--- config.mk ---
export PLATFORM = sky130hd
export DESIGN_NAME = rr_link_distributor
export DESIGN_NICKNAME = d
export VERILOG_FILES = /design/src/rtl/rrd_pkg.sv /design/src/rtl/link_fifo.sv /design/src/rtl/byte_slicer.sv /design/src/rtl/rr_pick.sv /design/src/rtl/rr_link_distributor.sv
export SDC_FILE = /design/constraint.sdc
export NUM_CORES = 2
export LEC_CHECK = 0
export CORE_UTILIZATION = 45
export DETAILED_ROUTE_END_ITERATION = 12
export GPL_TIMING_DRIVEN = 0
export HOLD_SLACK_MARGIN = 0.15
export MAX_ROUTING_LAYER = met4
export PLACE_DENSITY = 0.69
export SETUP_SLACK_MARGIN = 0.5
export SLEW_MARGIN = 20
export SYNTH_ARGS = -nofsm -noshare
export SYNTH_HDL_FRONTEND = slang
export SYNTH_SLANG_ARGS = --single-unit
--- constraint.sdc ---
create_clock -name clk -period 9.5 [get_ports clk]
set_input_delay 1.425 -clock clk [delete_from_list [all_inputs] [get_ports clk]]
set_output_delay 1.425 -clock clk [all_outputs]
set_load 0.01 [all_outputs]
--- src/rtl/rrd_pkg.sv ---
`timescale 1ns/1ps
package rrd_pkg;
  localparam int BYTE_W = 8;

  function automatic int bytes_for(int width);
    return (width + BYTE_W - 1) / BYTE_W;
  endfunction
endpackage

--- src/rtl/link_fifo.sv ---
`timescale 1ns/1ps
module link_fifo #(
  parameter int W        = 44,
  parameter int DEPTH    = 4,
  parameter int AF_LEVEL = 3
) (
  input  logic         clk,
  input  logic         rst_n,
  input  logic         push,
  input  logic [W-1:0] din,
  input  logic         pop,
  output logic [W-1:0] dout,
  output logic         empty,
  output logic         afull
);
  localparam int AW = (DEPTH > 1) ? $clog2(DEPTH) : 1;
  localparam int CW = $clog2(DEPTH + 1);

  logic [W-1:0]  mem [DEPTH];
  logic [AW-1:0] wr_q, rd_q;
  logic [CW-1:0] cnt_q;

  always_ff @(posedge clk) begin
    if (push) mem[wr_q] <= din;
  end

  always_ff @(posedge clk or negedge rst_n) begin
    if (!rst_n) begin
      wr_q  <= '0;
      rd_q  <= '0;
      cnt_q <= '0;
    end else begin
      if (push) wr_q <= (wr_q == AW'(DEPTH - 1)) ? '0 : wr_q + 1'b1;
      if (pop)  rd_q <= (rd_q == AW'(DEPTH - 1)) ? '0 : rd_q + 1'b1;
      case ({push, pop})
        2'b10:   cnt_q <= cnt_q + 1'b1;
        2'b01:   cnt_q <= cnt_q - 1'b1;
        default: cnt_q <= cnt_q;
      endcase
    end
  end

  assign dout  = mem[rd_q];
  assign empty = (cnt_q == '0);
  assign afull = (cnt_q >= CW'(AF_LEVEL));
endmodule

--- src/rtl/byte_slicer.sv ---
`timescale 1ns/1ps
module byte_slicer #(
  parameter int WORD_W = 44,
  parameter int BYTES  = 6
) (
  input  logic              clk,
  input  logic              rst_n,
  input  logic              src_valid,
  input  logic [WORD_W-1:0] src_word,
  output logic              src_take,
  output logic              out_valid,
  output logic [7:0]        out_byte,
  input  logic              out_ready,
  output logic              active
);
  localparam int IW  = (BYTES > 1) ? $clog2(BYTES) : 1;
  localparam int PW  = BYTES * 8;

  logic              hold_q;
  logic [WORD_W-1:0] word_q;
  logic [IW-1:0]     idx_q;
  logic [PW-1:0]     padded;
  logic              at_last;

  assign at_last  = (idx_q == IW'(BYTES - 1));
  assign src_take = src_valid && (!hold_q || (out_ready && at_last));
  assign padded   = PW'(word_q);
  assign out_byte = padded[(BYTES - 1 - int'(idx_q)) * 8 +: 8];
  assign out_valid = hold_q;
  assign active    = hold_q;

  always_ff @(posedge clk or negedge rst_n) begin
    if (!rst_n) begin
      hold_q <= 1'b0;
      word_q <= '0;
      idx_q  <= '0;
    end else if (src_take) begin
      hold_q <= 1'b1;
      word_q <= src_word;
      idx_q  <= '0;
    end else if (hold_q && out_ready) begin
      if (at_last) hold_q <= 1'b0;
      else         idx_q  <= idx_q + 1'b1;
    end
  end
endmodule

--- src/rtl/rr_pick.sv ---
`timescale 1ns/1ps
module rr_pick #(
  parameter int N     = 8,
  parameter int PTR_W = 3,
  parameter int CNT_W = 4
) (
  input  logic [PTR_W-1:0] start,
  input  logic [CNT_W-1:0] count,
  input  logic [N-1:0]     blocked,
  output logic [PTR_W-1:0] pick,
  output logic             found
);
  always_comb begin
    pick  = '0;
    found = 1'b0;
    for (int k = 0; k < N; k++) begin
      int idx;
      idx = int'(start) + k;
      if (idx >= int'(count)) idx = idx - int'(count);
      if (!found && (k < int'(count)) && !blocked[idx[PTR_W-1:0]]) begin
        found = 1'b1;
        pick  = idx[PTR_W-1:0];
      end
    end
  end
endmodule

--- src/rtl/rr_link_distributor.sv ---
`timescale 1ns/1ps
module rr_link_distributor #(
  parameter int WORD_W     = 44,
  parameter int MAX_LINKS  = 8,
  parameter int FIFO_DEPTH = 4,
  parameter int AF_LEVEL   = 3,
  parameter int CFG_W      = 4
) (
  input  logic                           clk,
  input  logic                           rst_n,
  input  logic [CFG_W-1:0]               cfg_links,
  input  logic                           in_valid,
  output logic                           in_ready,
  input  logic [WORD_W-1:0]              in_word,
  output logic                           busy,
  output logic [MAX_LINKS-1:0]           link_valid,
  input  logic [MAX_LINKS-1:0]           link_ready,
  output logic [MAX_LINKS*rrd_pkg::BYTE_W-1:0] link_byte,
  output logic [MAX_LINKS-1:0]           link_afull
);
  import rrd_pkg::*;

  localparam int BYTES = bytes_for(WORD_W);
  localparam int PTR_W = (MAX_LINKS > 1) ? $clog2(MAX_LINKS) : 1;
  localparam int CNT_W = $clog2(MAX_LINKS + 1);

  logic [CNT_W-1:0]     active_n, want_n;
  logic [PTR_W-1:0]     ptr, pick, nxt;
  logic                 found, accept, all_idle;
  logic [MAX_LINKS-1:0] en_mask, fifo_empty, fifo_afull, slice_active;

  // requested link count, clamped to 1..MAX_LINKS
  always_comb begin
    if (cfg_links == '0)
      want_n = CNT_W'(1);
    else if (int'(cfg_links) > MAX_LINKS)
      want_n = CNT_W'(MAX_LINKS);
    else
      want_n = CNT_W'(cfg_links);
  end

  always_comb begin
    for (int i = 0; i < MAX_LINKS; i++)
      en_mask[i] = (CNT_W'(i) < active_n);
  end

  rr_pick #(.N(MAX_LINKS), .PTR_W(PTR_W), .CNT_W(CNT_W)) u_pick (
    .start  (ptr),
    .count  (active_n),
    .blocked(fifo_afull),
    .pick   (pick),
    .found  (found)
  );

  assign in_ready = found;
  assign busy     = !found;
  assign accept   = in_valid && found;
  assign all_idle = &(fifo_empty & ~slice_active);
  assign nxt      = ((CNT_W'(pick) + 1'b1) == active_n) ? '0 : pick + 1'b1;

  always_ff @(posedge clk or negedge rst_n) begin
    if (!rst_n) begin
      active_n <= CNT_W'(1);
      ptr      <= '0;
    end else if (accept) begin
      ptr <= nxt;
    end else if (all_idle && (want_n != active_n)) begin
      active_n <= want_n;
      ptr      <= '0;
    end
  end

  for (genvar i = 0; i < MAX_LINKS; i++) begin : g_link
    logic [WORD_W-1:0] q_word;
    logic              q_take;

    link_fifo #(.W(WORD_W), .DEPTH(FIFO_DEPTH), .AF_LEVEL(AF_LEVEL)) u_fifo (
      .clk  (clk),
      .rst_n(rst_n),
      .push (accept && (pick == PTR_W'(i))),
      .din  (in_word),
      .pop  (q_take),
      .dout (q_word),
      .empty(fifo_empty[i]),
      .afull(fifo_afull[i])
    );

    byte_slicer #(.WORD_W(WORD_W), .BYTES(BYTES)) u_slice (
      .clk      (clk),
      .rst_n    (rst_n),
      .src_valid(!fifo_empty[i]),
      .src_word (q_word),
      .src_take (q_take),
      .out_valid(link_valid[i]),
      .out_byte (link_byte[i*BYTE_W +: BYTE_W]),
      .out_ready(link_ready[i]),
      .active   (slice_active[i])
    );
  end

  assign link_afull = fifo_afull;
endmodule

== Word-level counts from Yosys, hierarchy flattened ==
Memory sizes are Yosys's and may differ from the RTL's. A register that Yosys moved wholly into a read port is not among the register bits.
Index checks and enable logic that the tools add are counted.

* Register bits: 95
* Bits in writable memories: 1408
* Input port bits: 59
* Output and inout bits: 82
* Memories: 8

* Add/subtract/negate cells: 65
* Order comparisons: 33
* Eq/ne operators: 57
* Shift operators: 8
* Multiplexer cells: 133
* Bitwise logic cells: 3
* Reductions and logical operators: 150

{| class="wikitable"
|+ Memories
! memory !! depth !! width !! rd ports !! clocked after Yosys merged registers in !! wr ports !! RTL line !! RTL
|-
| g_link[0].u_fifo.mem || 4 || 44 || 1 || 1 || 1 || link_fifo.sv:19 || <nowiki>logic [W-1:0] mem [DEPTH];</nowiki>
|-
| g_link[1].u_fifo.mem || 4 || 44 || 1 || 1 || 1 || link_fifo.sv:19 ||
|-
| g_link[2].u_fifo.mem || 4 || 44 || 1 || 1 || 1 || link_fifo.sv:19 ||
|-
| g_link[3].u_fifo.mem || 4 || 44 || 1 || 1 || 1 || link_fifo.sv:19 ||
|-
| g_link[4].u_fifo.mem || 4 || 44 || 1 || 1 || 1 || link_fifo.sv:19 ||
|-
| g_link[5].u_fifo.mem || 4 || 44 || 1 || 1 || 1 || link_fifo.sv:19 ||
|-
| +2 memories || n/a || n/a || n/a || n/a || n/a || n/a ||
|}

{| class="wikitable"
|+ Operator list
! cell !! count
|-
| $shiftx A48 B32 Y8 || 8
|-
| $mux W3 || 43
|-
| $mux W1 || 56
|-
| $add A3 B1 Y3 const B || 17
|-
| $reduce_bool A2 Y1 || 25
|-
| $logic_and A1 B1 Y1 || 49
|-
| $eq A2 B2 Y1 const B || 24
|-
| $pmux W3 S2 || 8
|-
| $logic_not A1 Y1 || 40
|-
| $eq A3 B3 Y1 const B || 12
|-
| $reduce_and A2 Y1 || 17
|-
| $add A2 B1 Y2 const B || 16
|-
| $lt A3 B4 Y1 const B || 8
|-
| $mux W2 || 16
|-
| $sub A3 B3 Y4 const A || 8
|-
| $ge A4 B4 Y1 || 7
|-
| $logic_not A3 Y1 || 9
|-
| $bmux W1 S3 || 8
|-
| $ge A3 B2 Y1 const B || 8
|-
| $sub A3 B1 Y3 const B || 8
|-
| $sub A3 B3 Y3 || 8
|-
| $add A3 B3 Y4 const B || 4
|-
| $eq A2 B1 Y1 const B || 8
|-
| $lt A3 B4 Y1 const A || 4
|-
| 18 further kinds || 38
|}

== Longest topological paths before layout ==
* Depth after elaboration: 39
* Gate-level depth with buffers: 27

== Modules after synthesis ==
From an unflattened synthesis, not the netlist that was laid out.

* Cells, all modules: 3924
* Area total of the unflattened synthesis: 76179.3 µm²

{| class="wikitable"
|+ By module, submodules not included
! module !! instances !! cells an instance !! area an instance (µm²) !! seq. area each (µm²)
|-
| link_fifo (g_link[0].u_fifo ...) || 7 || 268 || 6831.6 || 5460.2
|-
| byte_slicer || 8 || 172 || 2311.0 || 1201.2
|-
| link_fifo (g_link[6].u_fifo) || 1 || 269 || 6830.3 || 5460.2
|-
| rr_pick || 1 || 324 || 2329.7 || 0.0
|-
| rr_link_distributor || 1 || 79 || 710.7 || 176.4
|}

== Least setup slack after synthesis ==
OpenSTA, ideal clock, no wires.

* Path type: reg-to-reg
* From: register ptr[1]
* To: memory g_link[1].u_fifo.mem[0][0] (enable)
* Setup time: 0.446 ns
* Arrival: 6.350 ns
* Required time: 9.054 ns
* Slack: 2.705 ns
* Stages on the path, launching flop included: 19
* Buffers on the path: 1
* Period minus slack after synthesis: 6.795 ns
* Path through: dfrtp_1 > inv_1 > ha_1 > inv_1 > fa_1 > buf_2 > o31a_1 > o21ai_0 > a21oi_1 > a2111o_1 > nand4_1 > o21ai_0 > or4_1 > a31o_2 > and2_4 > inv_2 > ha_1 > nand3_4 > nor2_1

* Longest elaborated chain between the ends: 39

{| class="wikitable"
|+ Ends and longest elaborated chain
! what !! RTL line !! RTL
|-
| start, declared || rr_link_distributor.sv:28 || <nowiki>logic [PTR_W-1:0] ptr, pick, nxt;</nowiki>
|-
| start signal, assigned || rr_link_distributor.sv:66 || <nowiki>ptr <= nxt;</nowiki>
|-
| parallel branches: the longest is 36 deep, another holds $add A3 B1 Y4 || n/a ||
|-
| $logic_and A1 B1 Y1 (*) || rr_link_distributor.sv:80 || <nowiki>.push (accept && (pick == PTR_W'(i))),</nowiki>
|-
| $mux W1 (*) || link_fifo.sv:24 || <nowiki>if (push) mem[wr_q] <= din;</nowiki>
|-
| $mux W1 (implied by the code) (*) || link_fifo.sv:24 ||
|-
| end, declared || link_fifo.sv:19 ||
|}

Every way passes the cells marked *. The select of a mux whose other input is x is not followed.

== Final worst setup path ==
* From: register ptr[1]
* To: output busy

* Longest elaborated chain between the ends: 36

{| class="wikitable"
|+ Ends and longest elaborated chain
! what !! RTL line !! RTL
|-
| parallel branches: the longest is 34 deep, another holds $add A3 B1 Y4 || n/a ||
|-
| $mux W1 (*) || rr_pick.sv:20 || <nowiki>if (!found && (k < int'(count)) && !blocked[idx[PTR_W-1:0]]) begin</nowiki>
|-
| $logic_not A1 Y1 (*) || rr_link_distributor.sv:56 || <nowiki>assign busy = !found;</nowiki>
|-
| end, declared || rr_link_distributor.sv:15 || <nowiki>output logic busy,</nowiki>
|}

Marked as above.

==> results.txt <==
Hold Violations, Final -> 0
DP Wirelength -> 125.3 mm
Run status -> finished, final reports clean
Design area -> 87330 µm²
Htree depth -> 4
Initial Utilization -> 0.4547
Leakage -> 0.03005 µW
Placer Congestion -> 0.8579
Setup Fix Bufs, Post-CTS -> 0
Slew of the pin with the lowest slew margin -> 1.181 ns
Combinational group share of total power -> 0.379
Initial antenna violation count -> 5
Largest net degree at the start of global routing -> 95
Cell Rows -> 149
Hold_buf cts -> 0
Critical Path RT -> 8.08 ns
Vias in the first global route -> 39120
Clk Tree Root Cell -> clkbuf_16
Largest family of logic cells by synthesized area -> multiplexers
Net Switching -> 10030 µW
Drc violations -> 0
Crit end category -> output port
I/O pin total -> 141
Min cycle time layout -> 7.416 ns
CTS Sinks -> 1855
Max-slew violations -> 0
Post-CTS sizing -> 0
Final period util -> 0.7806
Grt ovf -> 0
Placed cell areas -> 81610 µm²
CP startpoint kind -> register
Tot Pwr -> 30050 µW
Clock power frac -> 0.232
Int Pwr -> 20030 µW
Multiplexer share of the synthesized area -> 0.1911
Gate Count Post-Synth -> 3899
Ys flop type -> edfxtp_1
Final Setup Violations -> 0
CP max FO -> 10
RSZ-0062 raised after global routing -> no
Proportion of layout cells with a drive suffix above 1 -> 0.2929
Net Count, Synth -> 4074
Xor/xnor share of the synthesized area -> 0.005335
WL/cell -> 27.61 µm
Core outline area -> 165500 µm²
Placed insts -> 6314
Tot GR Track Use -> 0.2266
Slew headroom -> 0.2125
Switching share of power -> 0.3336
Avg Inst Size Synth -> 19.31 µm²
Fin cells -> 6641
Die Ht -> 411.0 µm
Fmax achieved -> 134.8 MHz
Peak VDD IR -> 0.3313 mV
EDFF count, synth -> 1408
Total wire length -> 183.4 mm
Vias/cell -> 5.775
Final #Nets -> 4473
Worst hold path class -> register to register
Die X -> 411.0 µm
Critical Path AT -> 5.99 ns
Global-route wire length before repair -> 269.0 mm
Die area -> 168900 µm²
Fillers -> 12800
Ys Warns -> 0
Pwr per Cell Area -> 344.1 nW/µm²
Yosys reg bits -> 1855
Clock Pin Slew Worst Setup and Hold Paths -> 0.07 ns
Detailed Route Iter0 Violations -> 3841
Sequential share of power -> 0.390
IO Port Bufs -> 140
Clk buf depth -> 3
Crit Path Class -> register to output port
Number of buffers created by CTS -> 171
1st-pass router iterations -> 5
Via Count -> 38350
Max Cap Viol -> 0
Asr flop ratio synth -> 0.2410
Mapped cell area -> 75280 µm²
Synth Area in Compound Gates -> 0.02626
Area share of and/or/nand/nor cells after synthesis -> 0.02977
Distinct cells, synth -> 102
Antenna viol nets, final -> 0
Seq/Total Area, Yosys -> 0.7102
Clock latency on the worst-skew pair -> 0.83 ns
Synth Area in Adders -> 0.02048
CTS tree -> built
Area Overhead vs Synth -> 16.01%
Clock Skew -> 0.03044 ns
-- state kept, by name (all words and copies together) (netlist names) --
name	flops
g_link.u_fifo.mem	1408
g_link.u_slice.active	8
active_n	4
g_link.u_fifo.wr_q	16
g_link.u_fifo.rd_q	16
g_link.u_slice.idx_q	24
ptr	3
g_link.u_slice.word_q	352
g_link.u_fifo.cnt_q	24
-- logic make-up after synthesis --
logic type               after synthesis
AO/OA/AOI/OAI                        285
XOR/XNOR                              45
adder cells (fa/ha/maj)              116
buffers and inverters                309
flip-flops                          1855
multiplexers                         862
AND/OR/NAND/NOR                      427
-- placed cells by master, fill, tap and decap left out, types with 63 or more instances in the layout --
| cell | count |
|---|---|
| nor2_1 | 63 |
| edfxtp_1 | 1408 |
| clkbuf_1 | 144 |
| clkbuf_16 | 174 |
| dfrtp_1 | 446 |
| ha_1 | 104 |
| clkdlybuf4s50_1 | 95 |
| mux4_2 | 417 |
| mux2_2 | 373 |
| inv_1 | 108 |
| a21oi_1 | 103 |
| nand2_1 | 101 |
| buf_16 | 63 |
-- layout make-up --
| class | count | area [µm²] | area share |
|---|---|---|---|
| clock buffer | 233 | 4776 | 0.05469 |
| timing repair buffer | 226 | 3371 | 0.03860 |
| antenna | 4 | 10.01 | 0.0001146 |
| inverter | 118 | 442.9 | 0.005072 |
| buffer | 191 | 824.5 | 0.009442 |
| sequential | 1855 | 53470 | 0.6122 |
| clock inverter | 90 | 938.4 | 0.01075 |
| multi-input combinational | 1735 | 20760 | 0.2377 |
| tap | 2189 | 2739 | 0.03136 |
-- power by group through the flow --
| stage | logic, µW | clock network [µW] | registers (µW) |
|---|---|---|---|
| 6_report | 11400 | 6960 | 11700 |
| 5_1_grt | 12200 | 7360 | 11900 |
| 4_1_cts | 11500 | 7060 | 11700 |
| 3_5_place_dp | 11400 | 0 | 11900 |
| 3_3_place_gp | 10800 | 0 | 11900 |
| 2_1_floorplan | 7580 | 0 | 11500 |
-- through the flow --
step | utilization | setup WS, ns | TNS (ns) | hold slack, ns
after floorplan | - | 2.705 | 0 | 0.4644
after global placement | 0.4797 | -14.82 | -6574.22 | 0.4795
after detailed placement | 0.4929 | 2.496 | 0 | 0.4918
after CTS | 0.5275 | 2.166 | 0 | 0.5057
after global routing | 0.5275 | 1.716 | 0 | 0.5163
final | 0.5275 | 2.084 | 0 | 0.5002
-- routing by layer --
layer  wire length [µm]  share of wire  vias to the layer above  global-route usage
li1                   -              -                    16330                   -
met4               3909          0.021                        0             0.05397
met1              75340           0.41                    20700              0.2943
met5                  0              0                        -                   -
met2              94780           0.52                     1096              0.3780
met3               9332          0.051                      229             0.03253
-- Yosys cell counts, drive strengths merged (6+ instances only) --
cell,n,area share
edfxtp,1408,0.56
dfrtp,446,0.15
mux4,417,0.12
mux2,385,0.058
inv,110,0.0055
a21oi,109,0.0074
clkbuf,106,0.0053
ha,104,0.017
nand2,102,0.0051
buf,85,0.0057
nor2,75,0.0037
nand3,62,0.0046
mux2i,60,0.0081
o21ai,50,0.0033
nand2b,47,0.0039
or3,39,0.0032
xor2,27,0.0032
nor3,24,0.0018
and3,22,0.0018
nor2b,20,0.0017
xnor2,18,0.0021
o211ai,13,0.0014
and2,12,0.0011
fa,12,0.0032
a21boi,10,0.0011
a32o,9,0.0012
clkinv,8,0.00040
a31oi,7,0.00083
nand4,7,0.00058
o31ai,7,0.00076
a2111oi,6,0.0011
a211oi,6,0.00060
a22o,6,0.00070
nor4,6,0.00078
-- critical path, cell delays in order, from the launching register on --
cell and delay, ns:
dfrtp_1 0.70, inv_1 0.33, ha_1 0.41, inv_1 0.19
fa_1 0.43, buf_2 0.19, o31ai_2 0.29, a21oi_1 0.18
or2_1 0.32, a2111o_1 0.43, nand4_1 0.26, o211ai_2 0.21
nor4b_2 0.57, clkdlybuf4s50_1 0.65
-- path summary, 6_finish.rpt --
check                      slack (ns)                                     start                                  endpoint  cells past startpoint
setup / recovery                 2.08                        ptr[1]$_DFFE_PN0P_                                      busy                     13
hold / removal                   0.50  g_link[7].u_slice.word_q[23]$_DFFE_PN0P_  g_link[7].u_slice.word_q[23]$_DFFE_PN0P_                      1
setup reg to reg                 2.35                        ptr[1]$_DFFE_PN0P_     g_link[0].u_fifo.mem[2][33]$_DFFE_PP_                     20
hold reg to reg                  0.50  g_link[7].u_slice.word_q[23]$_DFFE_PN0P_  g_link[7].u_slice.word_q[23]$_DFFE_PN0P_                      1
max in group asynchronous        7.62                                     rst_n  g_link[7].u_slice.word_q[13]$_DFFE_PN0P_                      3
min in group asynchronous        0.56                                     rst_n  g_link[0].u_slice.word_q[26]$_DFFE_PN0P_                      1
(Power assumes the default switching activity.)
